==> src/rtl/nibble_pix_rmw.sv <==
module nibble_pix_rmw #(
  parameter int ADDR_W = 12
) (
  input  logic              clk,
  input  logic              rst_n,
  input  logic [ADDR_W-1:0] cpu_addr,
  input  logic [15:0]       cpu_wdata,
  input  logic              cpu_word,
  input  logic              cpu_rd,
  input  logic              cpu_wr,
  input  logic [1:0]        wr_mode,
  output logic [15:0]       cpu_rdata,
  output logic              rd_valid,
  output logic              busy,
  output logic [ADDR_W-2:0] ram_addr,
  input  logic [7:0]        ram_rdata,
  output logic [7:0]        ram_wdata,
  output logic              ram_we
);
  localparam int RAW = ADDR_W - 1;

  logic           busy_q, wr_q, word_q, odd_q;
  logic [1:0]     mode_q;
  logic [3:0]     nhi_q, nlo_q;
  logic [RAW-1:0] addr_q;
  logic           accept;

  assign accept = !busy_q && (cpu_rd || cpu_wr);

  always_ff @(posedge clk) begin
    if (!rst_n) begin
      busy_q <= 1'b0;
      wr_q   <= 1'b0;
      word_q <= 1'b0;
      odd_q  <= 1'b0;
      mode_q <= 2'd0;
      nhi_q  <= 4'd0;
      nlo_q  <= 4'd0;
      addr_q <= '0;
    end else begin
      busy_q <= accept;
      if (accept) begin
        wr_q   <= cpu_wr;
        word_q <= cpu_word;
        odd_q  <= cpu_addr[0];
        mode_q <= wr_mode;
        nhi_q  <= cpu_word ? cpu_wdata[11:8] : cpu_wdata[3:0];
        nlo_q  <= cpu_wdata[3:0];
        addr_q <= cpu_addr[ADDR_W-1:1];
      end
    end
  end

  function automatic logic [3:0] merge_nib(input logic [1:0] m, input logic byte_acc,
                                           input logic [3:0] old_n, input logic [3:0] new_n);
    case (m)
      2'd0:    merge_nib = new_n;
      2'd1:    merge_nib = (old_n == 4'd0 && (!byte_acc || new_n != 4'd0)) ? new_n : old_n;
      default: merge_nib = (new_n != 4'd0) ? new_n : old_n;
    endcase
  endfunction

  logic hi_sel, lo_sel;
  assign hi_sel = word_q || !odd_q;
  assign lo_sel = word_q ||  odd_q;

  assign ram_wdata[7:4] = hi_sel ? merge_nib(mode_q, !word_q, ram_rdata[7:4], nhi_q) : ram_rdata[7:4];
  assign ram_wdata[3:0] = lo_sel ? merge_nib(mode_q, !word_q, ram_rdata[3:0], nlo_q) : ram_rdata[3:0];

  assign ram_addr  = busy_q ? addr_q : cpu_addr[ADDR_W-1:1];
  assign ram_we    = busy_q && wr_q;
  assign rd_valid  = busy_q && !wr_q;
  assign busy      = busy_q;
  assign cpu_rdata = word_q ? {4'h0, ram_rdata[7:4], 4'h0, ram_rdata[3:0]}
                            : {12'h000, odd_q ? ram_rdata[3:0] : ram_rdata[7:4]};
endmodule


==> config.mk <==
export PLATFORM = sky130hd
export DESIGN_NAME = nibble_pix_rmw
export DESIGN_NICKNAME = d
export VERILOG_FILES = /design/src/rtl/nibble_pix_rmw.sv
export SDC_FILE = /design/constraint.sdc
export NUM_CORES = 1
export LEC_CHECK = 0
export CAP_MARGIN = 0
export CORE_AREA = 2 2 83 85
export CTS_CLUSTER_DIAMETER = 50
export DETAILED_ROUTE_END_ITERATION = 16
export DIE_AREA = 0 0 85 87
export SLEW_MARGIN = 20
export SYNTH_ARGS = -nofsm -noshare
export SYNTH_HDL_FRONTEND = slang
export SYNTH_SLANG_ARGS = --single-unit
==> constraint.sdc <==
create_clock -name clk -period 1.3 [get_ports clk]
set_clock_uncertainty 0.05 [all_clocks]
set_input_delay 0.26 -clock clk [delete_from_list [all_inputs] [get_ports clk]]
set_output_delay 0.26 -clock clk [all_outputs]
set_load 0.05 [all_outputs]
---- Word level (Yosys, flattened, before mapping) ----
Cells that the tools add are included.
W data, S select, Z words.
storage, ports and cells
  flip-flop bits (word level) ............. 25
  input bits .............................. 43
  output and inout port bits .............. 38
  word-level logic and storage cells ...... 39
cells by class
  equality and inequality tests ........... 1
  mux-type cells .......................... 12
  reduce and logical (&&, ||, !) cells .... 18
operators by type and width
  cell                  number
  $mux W4               8
  $pmux W4 S2           2
  $mux W12              1
  $mux W11              1
  $logic_not A4 Y1      2
  $reduce_bool A4 Y1    2
  $logic_and A1 B1 Y1   5
  $logic_or A1 B1 Y1    5
  $logic_not A1 Y1      3
  $eq A2 B1 Y1 const B  1
  $logic_not A2 Y1      1

---- Logic depth before layout (Yosys ltp) ----
Gate-level depths: netlist of run 1.
  depth in word-level cells ............... 6
  gate-level depth with buffers ........... 5
  gate-level depth less buffers ........... 3

---- Worst setup path after synthesis of run 1 ----
OpenSTA, ideal clock, no wires.
  path kind ............................... register to output
  start ................................... reg busy_q (netlist: busy)
  end ..................................... out rd_valid
  arrival time ............................ 1741 ps
  setup slack ............................. -751 ps
  cell stages (with the launch flop) ...... 3
  path buffers ............................ 1
  path through ............................ dfxtp_1 > buf_2 > nor2b_1
between the ends
  cells in the longest elaborated chain, start to end .. 1
ends and longest elaborated chain
  item                    RTL line  source
  start, declared         22        logic busy_q, wr_q, word_q, odd_q;
  start signal, assigned  41        busy_q <= accept;
  $logic_and A1 B1 Y1     72        assign rd_valid = busy_q && !wr_q;
  end, declared           13        output logic rd_valid,
No other way between the ends.

---- Final worst setup path of run 1 ----
  start ................................... reg mode_q[1]
  end ..................................... out ram_wdata[5]
between the ends
  cells in the longest elaborated chain, start to end .. 3
  elaborated cells on any way between the ends .. 4
  classes of those cells .................. eq/ne: 1; mux: 2; reduce/logical: 1
ends and longest elaborated chain
  item                                              RTL line  source
  start, declared                                   23        logic [1:0] mode_q;
  start signal, assigned                            46        mode_q <= wr_mode;
  $eq A2 B1 Y1 or $logic_not A2 Y1 (tied branches)  56        case (m)
  $pmux W4 S2 (*)                                   56
  $mux W4 (*)                                       67        assign ram_wdata[7:4] = hi_sel ? merge_nib(mode_q, !word_q, ram_rdata[7:4], nhi_q) : ram_rdata[7:4];
  end, declared                                     17        output logic [7:0] ram_wdata,
Every way passes the cells marked *; elsewhere a longest branch is shown, timed or not.

==> run summary, run 1 <==
outcome: complete, but fails checks
failing checks: negative setup slack
H-Tree Depth: 1
routed length per instance: 13.4 um
Max VDD drop: 0.000523 V
Setup-failing EPs final: 55
number of cell rows: 30
FMAX: 506 MHz
Register Area: 514 sq um
number of CTS-inserted buffers: 3
worst min path class: register to register
sequential area share after synthesis: 0.319
hold path depth: 2
first-pass GRT wire length: 7.59 mm
Die ar.: 0.00740 sq mm
Ys Warns: 0
M1 wire length: 2.17 mm
Hold Fails Final Rpt: 0
Setup WS post-layout: -0.676 ns
layout cell share with drive strength beyond 1: 0.424
Worst R2R End: nhi_q[2]$_SDFFE_PN0P_
min-delay src: addr_q[2]$_SDFFE_PN0P_
clk buf depth: 2
r2r setup slk: -0.08 ns
largest net degree at the start of global routing: 26
clock sink count: 25
global route overflow: 0
Cell variety after synth: 25
Critical Path AT: 1.67 ns
peak fanout along the critical path: 5
Die H: 87 um
fillcell total: 620
Die X: 85 um
Critical Path Start Type: register
GRT Overall Usage: 0.127
IO Pins: 81
Slew Limit Fails: 0
routed length on met2: 2.33 mm
Worst Hold End: addr_q[2]$_SDFFE_PN0P_
DR iter-0 viols: 38
CP Capture Type: output port
ant diodes: 0
WP data required: 0.99 ns
unrepaired setup endpoints after global routing: true
Pwr per Cell Area: 931 mW/mm^2
Clock Latency Late Sink: 0.26 ns
max-cap violations: 0
final core utilization: 0.482
Starting Density: 0.239
Period minus WS final: 1.98 ns
Worst R2R Path Depth: 6
Residual DRC: 0
# placed instances: 346
clk slew on worst S/H paths: 0.08 ns
flops & latches, synth: 25
layout net count: 322
post-route ant nets: 0
area of the multi-input gates: 0.00115 sq mm
Top Layer Used: met4
cts hold-fix bufs: 0
Mapped Cells: 184
mapped cell area: 0.00157 sq mm
post-DR vias/cell: 4.41
Port Buffers: 64
CP Class: register to output port
Leak: 1.36 nW
synthesized area per cell: 8.53 sq um
Final Power: 0.00295 W
Area Overhead vs Synth: 102%
DP HPWL: 3.47 mm
vias in the first global route: 1617
Final Cycle Share: 1.52
initial antenna violation count: 0
final wirelength: 4.81 mm
core area: 0.00657 sq mm
metal3 WL: 280 um
1st-pass router iterations: 4
r2r startpoint: busy$_SDFF_PN0_
routed vias: 1579
CTS root buffer: clkbuf_8
GPL Wtd Cong: 0.764
CTS tree: built
Layout Cells excl Fill: 358
post-route setup TNS: -12.13 ns
[layout make-up]
cell class,instances,area share
flip-flops and latches,25,0.163
clock buffers,4,0.0142
multi-input cells,147,0.363
well taps,80,0.0316
repair buffers,102,0.429
[state kept, by name, indices dropped and copies added, names as in the netlist]
name    cells
addr_q     11
busy        1
mode_q      2
nhi_q       4
nlo_q       4
odd_q       1
word_q      1
wr_q        1
[repair_timing]
item                                    in CTS  in global routing
cloned                                       0                  2
endpoints found under the setup margin      30                 54
setup buffers                                4                  3
resized for setup                           26                 11
pin swaps                                    1                  8
[stage by stage]
step | worst slack (ns) | instance area, sq um | hold slack (ns)
after floorplan | -0.489 | 1740 | 0.337
after global placement | -0.657 | 2910 | 0.390
after detailed placement | -0.656 | 2910 | 0.399
after CTS | -0.704 | 3070 | 0.411
after global routing | -0.736 | 3160 | 0.438
final | -0.676 | 3160 | 0.407
[where the power goes]
| group | total [W] | switching, W | internal, W |
|---|---|---|---|
| Combinational | 0.00162 | 0.000787 | 0.000838 |
| Clock | 0.000458 | 0.000239 | 0.000219 |
| Sequential | 0.000865 | 0.0000403 | 0.000824 |
| Total | 0.00295 | 0.00107 | 0.00188 |
[logic make-up (layout without fill, tap and decap cells)]
logic type / after synthesis / in the layout / share of synthesized area
buffers and inverters: 19 / 106 / 0.0765
multiplexers: 20 / 20 / 0.139
AO/OA/AOI/OAI: 41 / 41 / 0.219
flip-flops: 25 / 25 / 0.319
other: 1 / 8 / 0.00239
AND/OR/NAND/NOR: 78 / 78 / 0.244
[routing by layer]
layer  up-vias  track usage
li1        810            -
met1       711        0.156
met2        54        0.229
met3         4       0.0237
met4         0       0.0303
met5         -            0
[critical path, cell delays in order (launching register included)]
cell and delay [ns]:
dfxtp_4 0.39, nand2b_1 0.06, or4_4 0.50, a211oi_4 0.28, buf_12 0.17
[placed cells by master, fill, tap and decap left out, types with 5 or more instances in the layout]
cell type	instances
nand2_1	38
buf_12	34
clkdlybuf4s50_1	29
buf_4	21
dfxtp_1	20
a21boi_1	18
nor3_1	16
mux2_4	15
buf_6	9
a21oi_1	8
a211oi_4	8
conb_1	8
and2_4	5
mux2i_1	5
[cell usage after synthesis]
library cell	n	share of area
dfxtp_1	25	0.32
o211a_1	4	0.025
mux2_2	11	0.079
buf_2	3	0.0096
or4_4	2	0.014
mux2i_1	5	0.032
o21ba_2	1	0.0064
a21boi_1	19	0.091
and2_1	6	0.024
nor3_1	16	0.051
buf_1	1	0.0024
o21bai_2	1	0.0072
nand2_1	42	0.10
nand2b_1	4	0.016
or2_1	1	0.0040
conb_1	1	0.0024
buf_4	10	0.048
a21oi_1	8	0.025
nor2b_1	4	0.016
buf_6	1	0.0072
clkbuf_1	4	0.0096
mux2_1	4	0.029
nor2_1	1	0.0024
nor4_2	2	0.016
a211oi_2	8	0.064
[worst max path at each step]
stage,cells past startpoint,slack (ns),start,to
3_5_place_dp,6,-0.66,ram_rdata[6],ram_wdata[5]
4_1_cts,4,-0.70,mode_q[1]$_SDFFE_PN0P_,ram_wdata[5]
5_1_grt,4,-0.74,mode_q[1]$_SDFFE_PN0P_,ram_wdata[5]
6_report,4,-0.68,mode_q[1]$_SDFFE_PN0P_,ram_wdata[5]
2_1_floorplan,3,-0.49,nhi_q[0]$_SDFFE_PN0P_,ram_wdata[4]
3_3_place_gp,6,-0.66,ram_rdata[6],ram_wdata[7]
(Power assumes the default switching activity.)
==> run 2: changes to the inputs <==
- SKIP_CTS_REPAIR_TIMING: unset -> 1
==> run summary, run 2 (synthesis gave the netlist of run 1 again) <==
1st-pass router iterations: 4 (unchanged)
Worst Hold End: addr_q[5]$_SDFFE_PN0P_
Clock Latency Late Sink: 0.26 ns (about the same)
Layout Cells excl Fill: 356 (-0.56%)
# placed instances: 346 (unchanged)
Port Buffers: 64 (unchanged)
post-DR vias/cell: 4.34 (-1.5%)
clock sink count: 25 (unchanged)
routed vias: 1546 (-2.1%)
commonest cells after routing, fill and taps aside: nand2_1, buf_12, clkdlybuf4s50_1
clk slew on worst S/H paths: 0.08 ns (about the same)
DR iter-0 viols: 37 (-2.6%)
worst hold slack: 0.408 ns (+0.000957 ns)
Top reg by flops: addr_q
Leak: 1.38 nW (+1.9%)
biggest regs: addr_q x11, nhi_q x4, nlo_q x4
clk buf depth: 2 (unchanged)
Crit path max-delay family: simple AND/OR/NAND/NOR gates
unrepaired setup endpoints after global routing: true
CTS tree: built
Critical Path Slowest Stage Cell: or4_4
ant diodes: 0 (unchanged)
initial antenna violation count: 0 (unchanged)
Die X: 85 um (unchanged)
final wirelength: 4.69 mm (-2.4%)
Worst R2R Path Depth: 6 (unchanged)
Crit path depth: 4 (unchanged)
failing checks: negative setup slack
post-route ant nets: 0 (unchanged)
Max VDD drop: 0.000487 V (-7.0%)
IO Pins: 81 (unchanged)
Slew Limit Fails: 0 (unchanged)
GPL Wtd Cong: 0.764 (unchanged)
layout net count: 320 (-0.62%)
CP Class: register to output port
internal power: 0.00187 W (-0.53%)
r2r setup slk: -0.09 ns (about the same)
layout cell share with drive strength beyond 1: 0.424 (-0.000547)
WP data required: 0.99 ns (about the same)
Area Overhead vs Synth: 101%
worst min path class: register to register
DP HPWL: 3.47 mm (unchanged)
CP Capture Type: output port
Period minus WS final: 1.98 ns (-0.00133 ns)
peak fanout along the critical path: 5 (unchanged)
crit path from: mode_q[1]$_SDFFE_PN0P_
Psw: 0.00106 W (-0.54%)
CP Cell Sequence: nand2b_1, or4_4, a211oi_4, buf_12
Setup WS post-layout: -0.675 ns (+0.00133 ns)
min-delay src: addr_q[5]$_SDFFE_PN0P_
Critical Path AT: 1.67 ns (about the same)
GRT Overall Usage: 0.120 (-0.00658)
outcome: complete, but fails checks
Worst R2R End: nhi_q[1]$_SDFFE_PN0P_
Die H: 87 um (unchanged)
Hold Fails Final Rpt: 0 (unchanged)
commonest non-fill, non-tap cell in the layout: nand2_1
clock power share: 0.155 (about the same)
H-Tree Depth: 1 (unchanged)
FMAX: 506 MHz (about the same)
Pwr per Cell Area: 928 mW/mm^2 (-0.42%)
core area: 0.00657 sq mm (unchanged)
fraction of power spent switching nets: 0.362 (about the same)
first-pass GRT wire length: 7.31 mm (-3.6%)
Critical Path Start Type: register
fillcell total: 626 (+0.97%)
CTS root buffer: clkbuf_8
Seq pwr share: 0.295 (+0.002)
largest net degree at the start of global routing: 26 (unchanged)
number of cell rows: 30 (unchanged)
Die ar.: 0.00740 sq mm (unchanged)
vias in the first global route: 1573 (-2.7%)
Crit path buffers/inverters: 1 (unchanged)
routed length per instance: 13.2 um (-1.9%)
Logic pwr share: 0.550 (about the same)
Residual DRC: 0 (unchanged)
r2r startpoint: busy$_SDFF_PN0_
max reg flops: 11 (unchanged)
global route overflow: 0 (unchanged)
hold path depth: 2 (unchanged)
number of CTS-inserted buffers: 3 (unchanged)
max-cap violations: 0 (unchanged)
Worst path max stage delay: 0.50 ns (about the same)
Starting Density: 0.239 (unchanged)
Setup-failing EPs final: 53 (-3.6%)
Final Cycle Share: 1.52 (about the same)
-- run 2: cell types whose count changed in the layout (fill, tap and decap cells not counted) --
cell	previous run	this run
nand2_4	1	4
clkbuf_16	2	1
buf_6	9	8
dlymetal6s2s_1	1	5
nand2_2	3	1
dlygate4sd2_1	4	0
nand2_1	38	37
-- run 2: per-stage QoR --
stage | setup slack [ns] | total power (W) | utilization | TNS, ns | instance area, sq um
2_1_floorplan | -0.489 | 0.00172 | - | -4.29 | 1740
3_3_place_gp | -0.657 | 0.00239 | 0.443 | -12.84 | 2910
3_5_place_dp | -0.656 | 0.00241 | 0.443 | -13.24 | 2910
4_1_cts | -0.729 | 0.00288 | 0.450 | -12.62 | 2960
5_1_grt | -0.736 | 0.00307 | 0.481 | -13.88 | 3160
6_report | -0.675 | 0.00293 | 0.481 | -11.46 | 3160
-- run 2: how the worst max path moves through the flow --
| stage | slack, ns | endpoint |
|---|---|---|
| after global routing | -0.74 | ram_wdata[5] |
| after CTS | -0.73 | ram_wdata[5] |
| after floorplan | -0.49 | ram_wdata[4] |
| after global placement | -0.66 | ram_wdata[7] |
| final | -0.68 | ram_wdata[5] |
| after detailed placement | -0.66 | ram_wdata[5] |
-- run 2: routing by layer --
metal	global-route usage	up-vias	share of wire
met2	0.216	52	0.49
met1	0.148	689	0.44
li1	-	803	-
met3	0.0256	2	0.069
met4	0.0260	0	0.0034
met5	0	-	0
-- run 2: worst register-to-register path: stages, from the launching register on --
cell	delay, ns
dfxtp_4	0.37
buf_8	0.14
buf_6	0.12
o21ba_4	0.27
buf_12	0.15
nand2_1	0.07
o211a_1	0.12
-- run 2: power by group through the flow --
stage / sequential, W / clock, W / combinational, W
after detailed placement: 0.000895 / 0 / 0.00151
final: 0.000865 / 0.000454 / 0.00161
after floorplan: 0.000892 / 0 / 0.000829
after global placement: 0.000893 / 0 / 0.00150
after CTS: 0.000877 / 0.000483 / 0.00152
after global routing: 0.000873 / 0.000499 / 0.00169
-- run 2: area by class of cell --
class                           count  area [sq um]  share of cell area
Timing Repair Buffer              100          1340               0.423
Multi-Input combinational cell    147          1160               0.369
Sequential cell                    25           514               0.163
Tap cell                           80           100              0.0317
Clock buffer                        4          45.0              0.0143
==> run 3: changes to the inputs <==
--- a/constraint.sdc
+++ b/constraint.sdc
@@ -3,3 +3,3 @@
 set_input_delay 0.26 -clock clk [delete_from_list [all_inputs] [get_ports clk]]
 set_output_delay 0.26 -clock clk [all_outputs]
-set_load 0.05 [all_outputs]
+set_load 0.02 [all_outputs]
==> run summary, run 3 (synthesis gave the netlist of run 1 again) <==
outcome: complete, but fails checks
failing checks: negative setup slack
routed vias: 1664 (+7.6%)
Die X: 85 um (unchanged)
max-cap violations: 0 (unchanged)
peak fanout along the critical path: 4 (-1)
post-route ant nets: 0 (unchanged)
first-pass GRT wire length: 7.51 mm (+2.7%)
Clock Latency Late Sink: 0.26 ns (about the same)
Starting Density: 0.239 (unchanged)
initial antenna violation count: 0 (unchanged)
Die ar.: 0.00740 sq mm (unchanged)
clock sink count: 25 (unchanged)
unrepaired setup endpoints after global routing: true
Max VDD drop: 0.000426 V (-12%)
Critical Path AT: 1.63 ns (-0.04 ns)
WP data required: 0.99 ns (about the same)
clk buf depth: 2 (unchanged)
H-Tree Depth: 1 (unchanged)
DP HPWL: 3.57 mm (+2.8%)
CTS tree: built
Critical Path Start Type: register
FMAX: 515 MHz (+1.7%)
Top reg by flops: addr_q
Setup-failing EPs final: 30 (-43%)
layout net count: 330 (+3.1%)
Pwr per Cell Area: 846 mW/mm^2 (-8.8%)
core area: 0.00657 sq mm (unchanged)
CP Class: register to output port
DR iter-0 viols: 42 (+14%)
GPL Wtd Cong: 0.735 (-3.8%)
Leak: 1.28 nW (-7.5%)
commonest non-fill, non-tap cell in the layout: nand2_1
Hold Fails Final Rpt: 0 (unchanged)
CTS root buffer: clkbuf_8
final wirelength: 4.73 mm (+0.92%)
number of CTS-inserted buffers: 3 (unchanged)
Port Buffers: 64 (unchanged)
DP Worst Slack: -1.19 ns (-0.538 ns)
CP Capture Type: output port
routed length per instance: 12.9 um (-1.8%)
post-DR vias/cell: 4.55 (+4.7%)
worst min path class: input pin to register
GRT Overall Usage: 0.123 (+0.00318)
Area after DPL: 0.00258 sq mm (-11%)
fillcell total: 669 (+6.9%)
Final Cycle Share: 1.49 (-0.0257)
largest net degree at the start of global routing: 20 (-23%)
clk slew on worst S/H paths: 0.08 ns (about the same)
final instance area: 0.00289 sq mm (-8.6%)
Setup WS post-layout: -0.642 ns (+0.0334 ns)
biggest regs: addr_q x11, nhi_q x4, nlo_q x4
ant diodes: 0 (unchanged)
Period minus WS final: 1.94 ns (-0.0334 ns)
vias in the first global route: 1667 (+6.0%)
Area Overhead vs Synth: 84.0%
global route overflow: 0 (unchanged)
IO Pins: 81 (unchanged)
number of cell rows: 30 (unchanged)
Die H: 87 um (unchanged)
layout cell share with drive strength beyond 1: 0.451 (+0.0271)
Slew Limit Fails: 0 (unchanged)
Residual DRC: 0 (unchanged)
1st-pass router iterations: 4 (unchanged)
Final Power: 0.00244 W (-17%)
max reg flops: 11 (unchanged)
commonest cells after routing, fill and taps aside: nand2_1, buf_6, buf_4
-- run 3: layer usage --
layer	wire length, um	share of wire	up-vias	global-route usage
li1	-	-	826	-
met1	2100	0.44	772	0.153
met2	2310	0.49	60	0.221
met3	287	0.061	6	0.0227
met4	42	0.0089	0	0.0289
met5	0	0	-	0
-- run 3: critical path: stages, from the launching register on --
cell and delay (ns):
dfxtp_1 0.31, nand2b_1 0.13, or4_4 0.50, a211oi_4 0.28, buf_6 0.15
-- run 3: worst paths after layout --
path	startpoint	to	slack, ns	cells past startpoint
max	nhi_q[0]$_SDFFE_PN0P_	ram_wdata[7]	-0.64	4
min	cpu_word	word_q$_SDFFE_PN0P_	0.32	3
max reg2reg	busy$_SDFF_PN0_	mode_q[1]$_SDFFE_PN0P_	0.08	6
min reg2reg	addr_q[1]$_SDFFE_PN0P_	addr_q[1]$_SDFFE_PN0P_	0.41	2
-- run 3: power by group --
group | internal [W] | switching, W
sequential | 0.000823 | 0.0000362
combinational | 0.000625 | 0.000512
clock | 0.000219 | 0.000230
-- run 3: per-stage QoR --
stage               instances  TNS (ns)  hold slack [ns]   util
floorplan                 191     -2.16            0.345      -
global placement          354    -23.92            0.387  0.393
detailed placement        354    -24.61            0.395  0.393
CTS                       358    -24.11            0.408  0.400
global route              366    -11.23            0.334  0.440
finish                    366     -9.86            0.318  0.440
-- run 3: area by class of cell --
| type | count | area [sq um] | area share |
|---|---|---|---|
| Tap cell | 80 | 100 | 0.0346 |
| Sequential cell | 25 | 517 | 0.179 |
| Multi-Input combinational cell | 147 | 1160 | 0.400 |
| Timing Repair Buffer | 110 | 1070 | 0.371 |
| Clock buffer | 4 | 45.0 | 0.0156 |
